===== config.mk =====
export PLATFORM = sky130hd
export DESIGN_NAME = bcd_chain_counter
export DESIGN_NICKNAME = d
export VERILOG_FILES = /design/src/rtl/bcd_chain_pkg.sv /design/src/rtl/bcd_digit_next.sv /design/src/rtl/bcd_digit.sv /design/src/rtl/bcd_chain_counter.sv
export SDC_FILE = /design/constraint.sdc
export NUM_CORES = 1
export LEC_CHECK = 0
export ABC_CLOCK_PERIOD_IN_PS = 2300
export BUFFER_PORTS_ARGS = -buffer_cell sky130_fd_sc_hd__clkbuf_2
export CORE_ASPECT_RATIO = 0.9
export CORE_MARGIN = 4
export CORE_UTILIZATION = 46
export CTS_CLUSTER_SIZE = 8
export DETAILED_ROUTE_END_ITERATION = 12
export GPL_TIMING_DRIVEN = 0
export PLACE_DENSITY_LB_ADDON = 0.08
export SETUP_SLACK_MARGIN = 0.5
export SYNTH_ARGS = -nofsm -noshare
export SYNTH_HDL_FRONTEND = slang
export SYNTH_HIERARCHICAL = 1
export SYNTH_SLANG_ARGS = --single-unit

===== constraint.sdc =====
create_clock -name clk -period 2.3 [get_ports clk]
set_input_delay 0.115 -clock clk [delete_from_list [all_inputs] [get_ports clk]]
set_output_delay 0.115 -clock clk [all_outputs]
set_load 0.02 [all_outputs]

===== src/rtl/bcd_chain_pkg.sv =====
package bcd_chain_pkg;
  localparam int DIGIT_W = 4;
  localparam logic [DIGIT_W-1:0] TOP_CODE = 4'd9;

  function automatic logic [DIGIT_W-1:0] digit_inc(input logic [DIGIT_W-1:0] d);
    if (d == TOP_CODE) return '0;
    return d + 1'b1;
  endfunction
endpackage


===== src/rtl/bcd_digit_next.sv =====
module bcd_digit_next
  import bcd_chain_pkg::*;
(
  input  logic               load_n,
  input  logic               step,
  input  logic [DIGIT_W-1:0] din,
  input  logic [DIGIT_W-1:0] cur,
  output logic [DIGIT_W-1:0] nxt
);
  always_comb begin
    if (!load_n)   nxt = din;
    else if (step) nxt = digit_inc(cur);
    else           nxt = cur;
  end
endmodule


===== src/rtl/bcd_digit.sv =====
module bcd_digit
  import bcd_chain_pkg::*;
(
  input  logic               clk,
  input  logic               clr_n,
  input  logic               load_n,
  input  logic               en_par,
  input  logic               en_trk,
  input  logic [DIGIT_W-1:0] din,
  output logic [DIGIT_W-1:0] q,
  output logic               tc
);
  logic [DIGIT_W-1:0] state_r;
  logic [DIGIT_W-1:0] state_nxt;

  bcd_digit_next u_next (
    .load_n (load_n),
    .step   (en_par & en_trk),
    .din    (din),
    .cur    (state_r),
    .nxt    (state_nxt)
  );

  always_ff @(posedge clk or negedge clr_n) begin
    if (!clr_n) state_r <= '0;
    else        state_r <= state_nxt;
  end

  assign q  = state_r;
  assign tc = en_trk & (state_r == TOP_CODE);
endmodule


===== src/rtl/bcd_chain_counter.sv =====
module bcd_chain_counter
  import bcd_chain_pkg::*;
#(
  parameter int DIGITS = 4
) (
  input  logic                       clk,
  input  logic                       clr_n,
  input  logic                       load_n,
  input  logic                       cnt_en,
  input  logic                       chain_en,
  input  logic [DIGITS*DIGIT_W-1:0]  load_val,
  output logic [DIGITS*DIGIT_W-1:0]  count_q,
  output logic                       term_cnt
);
  localparam int VEC_W = DIGITS * DIGIT_W;

  logic [DIGITS:0] carry;
  logic [VEC_W-1:0] q_all;

  assign carry[0] = chain_en;

  for (genvar g = 0; g < DIGITS; g++) begin : g_digit
    bcd_digit u_dig (
      .clk    (clk),
      .clr_n  (clr_n),
      .load_n (load_n),
      .en_par (cnt_en),
      .en_trk (carry[g]),
      .din    (load_val[g*DIGIT_W +: DIGIT_W]),
      .q      (q_all[g*DIGIT_W +: DIGIT_W]),
      .tc     (carry[g+1])
    );
  end

  assign count_q  = q_all;
  assign term_cnt = carry[DIGITS];
endmodule


==> implementation parameters <==
Parameter                              Value

Floorplanning
  Starting utilization of the core area ... 48.1%
  Std cell rows ... 15
  Area of the core region ... 1910 µm²
  Vertical extent of the die ... 50.4 µm
  Die boundary width ... 55.2 µm
  Top Ports ... 38
  Area enclosed by the die boundary ... 2780 µm²

STA
  Setup tns final ... 0 ns
  Hold violation total from the final report ... 0
  Final clock skew ... 0.00362 ns
  Transition at the pin with the smallest max-transition slack ... 0.421 ns
  Highest clock frequency the design can meet ... 0.500 GHz
  Max-slew violation total from the final report ... 0
  Unrepaired setup endpoints after global routing ... yes
  Setup slack after layout ... 0.302 ns
  Time the worst path needs with I/O delays and setup ... 2.00 ns
  Crit share post-route ... 86.9%
  Relative slew slack ... 71.9%
  Final setup fails ... 0
  Worst hold-check slack ... 0.0507 ns

Setup path
  Worst EP arrival ... 2.21 ns
  Largest fanout of any net on the critical path ... 3
  Origin of the critical flop-to-flop path ... g_digit[0].u_dig/q[1]$_DFF_PN0_
  Worst path required time ... 2.52 ns
  Launching element type of the critical path ... flop
  Worst-case register-to-register setup slack ... 0.30 ns
  Critical path type ... reg2reg
  Worst r2r path cells ... 10
  Launching element of the worst setup path ... g_digit[0].u_dig/q[1]$_DFF_PN0_
  Category of the worst setup path capture point ... flop
  Crit path capture ... g_digit[3].u_dig/q[1]$_DFF_PN0_
  Reg2Reg Capture Point ... g_digit[3].u_dig/q[1]$_DFF_PN0_

Clock network
  TritonCTS clock tree ... built
  Inserted Clock Buffers ... 3
  Library cell used as clock root buffer ... sky130_fd_sc_hd__clkbuf_4
  Clock transition at path regs ... 0.10 ns
  Num Clock Sinks ... 16
  Number of buffers between clock root and the deepest sink ... 2
  Clock insertion delay at the later pin of the skew report ... 0.28 ns
  CTS H-Tree Depth ... 1

Route
  Number of detailed-routing iterations run before antenna repair ... 4
  Post-DRT Antenna Nets ... 0
  Via count ... 919
  Total detailed-routing wirelength ... 2120 µm
  Iter 0 DRT Violations ... 19
  Total DRC errors in the routed layout ... 0
  DR WL/cell ... 12.0 µm
  Vias per cell ... 5.19

Pwr
  Peak supply drop ... 299 µV
  Leakage power of the design ... 0.538 nW
  Ratio of total power to cell area ... 580 nW/µm²

GRT
  Total grt overflow ... 0
  Global-route wire length before repair ... 3390 µm
  Number of global-route vias before repair ... 817
  Pin count of the biggest net entering global routing ... 17
  Global Route Usage Sum ... 16.5%
  Number of antenna violations at the first check in global routing ... 0

Place
  Final weighted congestion in routability-driven placement ... 0.809
  Post-DP HPWL ... 1530 µm
  Worst setup timing slack at the placement stage ... 0.205 ns
  Cell area after placement ... 1140 µm²
  Number of I/O port buffers ... 36

Worst hold path
  Worst min-delay path category ... in2reg

Finish
  Area growth from synthesis to layout ... 32.3%
  Finished Cell Area ... 1220 µm²
  Count of antenna diodes in the layout ... 0
  Layout filler cell count ... 197
  Ratio of cells with drive above 1 in the final layout ... 35.5%
  Number of flip-flops in the largest register ... 16
  Final nets ... 174

Synthesis
  Net count of the mapped netlist ... 129
  Average size of a mapped cell ... 8.53 µm²
  Synth Flop Type ... sky130_fd_sc_hd__dfrtp_1
  Number of distinct standard cells referenced by the synthesized netlist ... 15
  Area share of the leading cell type in the synthesized netlist ... 43.5%
  Most common cell in the netlist ... sky130_fd_sc_hd__nor2_1
  Leading cell types by count after synthesis ... sky130_fd_sc_hd__nor2_1 (20), sky130_fd_sc_hd__dfrtp_1 (16)
  Number of flip-flops and latches in the synthesized netlist ... 16
  Synthesized cell area ... 921 µm²
  Post-synth ARST share ... 100%
  Sequential-to-total area share from yosys stat ... 43.5%
  Most area-hungry cell type in the Yosys netlist ... sky130_fd_sc_hd__dfrtp_1
  Number of flops mapped to enable cells by yosys ... 0
  Synth top area cells ... sky130_fd_sc_hd__dfrtp_1 (43%), sky130_fd_sc_hd__nor2_1 (8.2%), sky130_fd_sc_hd__a31oi_1 (5.4%), sky130_fd_sc_hd__nor2b_1 (5.4%), sky130_fd_sc_hd__and4b_2 (4.9%)
  Mapped Cells ... 108
  Number of warnings reported in the yosys synthesis log ... 6

Run
  Number of maximum-capacitance constraint violations ... 0

Status
  Status ... finished, final reports clean
-- metal layers --
layer  track usage, %  wire length [µm]  up-vias
li1                 -                 -      469
met1             21.7               930      424
met2             26.6              1070       26
met3             2.67               122        0
met4             6.07                 0        0
met5                0                 0        -
-- worst min-delay path by stage --
stage,start,to,depth (start not counted),slack (ns)
6_report,load_val[0],g_digit[0].u_dig/q[0]$_DFF_PN0_,3,0.05
5_1_grt,load_val[13],g_digit[3].u_dig/q[1]$_DFF_PN0_,3,0.04
4_1_cts,load_val[12],g_digit[3].u_dig/q[0]$_DFF_PN0_,3,0.04
3_5_place_dp,clr_n,g_digit[2].u_dig/q[3]$_DFF_PN0_,1,0.07
3_3_place_gp,clr_n,g_digit[2].u_dig/q[3]$_DFF_PN0_,1,0.07
2_1_floorplan,clr_n,g_digit[0].u_dig/q[0]$_DFF_PN0_,0,-0.18
-- worst max-delay path: stages (launching register included) --
cell	delay (ns)
sky130_fd_sc_hd__dfrtp_2	0.41
sky130_fd_sc_hd__nand4b_1	0.18
sky130_fd_sc_hd__nor2_2	0.11
sky130_fd_sc_hd__nand4b_1	0.12
sky130_fd_sc_hd__nor2_2	0.13
sky130_fd_sc_hd__nand4b_1	0.13
sky130_fd_sc_hd__nor2_2	0.13
sky130_fd_sc_hd__and2_4	0.15
sky130_fd_sc_hd__nand2_1	0.07
sky130_fd_sc_hd__or3_1	0.35
sky130_fd_sc_hd__a31oi_1	0.16
-- area by class of cell --
| type | instances | area [µm²] | area share [%] |
|---|---|---|---|
| timing repair buffer | 40 | 215 | 17.7 |
| clock buffer | 4 | 36.3 | 2.98 |
| sequential | 16 | 403 | 33.1 |
| tap | 25 | 31.3 | 2.57 |
| buffer | 4 | 15.0 | 1.23 |
| multi-input combinational | 88 | 518 | 42.5 |
-- through the flow --
| step | std cells | total power, mW | util, % |
|---|---|---|---|
| floorplan | 108 | 0.449 | - |
| global placement | 169 | 0.513 | 59.3 |
| detailed placement | 169 | 0.518 | 59.3 |
| CTS | 176 | 0.719 | 62.8 |
| global route | 177 | 0.760 | 63.7 |
| finish | 177 | 0.707 | 63.7 |
-- timing repair --
item | 4_1_cts | 5_1_grt
resized for setup | 2 | 7
endpoints found under the hold margin | 16 | 0
buffers inserted | 2 | 1
hold buffers | 1 | 0
pin swaps | 2 | 5
endpoints found under the setup margin | 5 | 8
-- logic make-up after synthesis --
kind of cell / Yosys count / share of synthesized area [%]
and+or+nand+nor: 56 / 33.2
AOI/OAI and AO/OA: 24 / 14.1
DFF: 16 / 43.5
xor gates and xnor gates: 8 / 7.61
buffers and inverters: 4 / 1.63
-- where the power goes --
group / internal (mW) / total, mW / switching [mW]
combinational: 0.0730 / 0.168 / 0.0945
clock: 0.0963 / 0.189 / 0.0927
sequential: 0.310 / 0.351 / 0.0409
total: 0.479 / 0.707 / 0.228
-- layout by cell type (no fill, tap or decap), drive strengths merged --
master and count:
xnor2 4, buf 4, and4b 4, and2 4
xor2 4, nor2b 8, clkbuf 43, o21ai 8
dfrtp 16, nand4b 4, a21oi 8, a31oi 8
nand3 4, nand2 8, or3 4, dlygate4sd3 1
nor2 20
(Power assumes the default switching activity.)
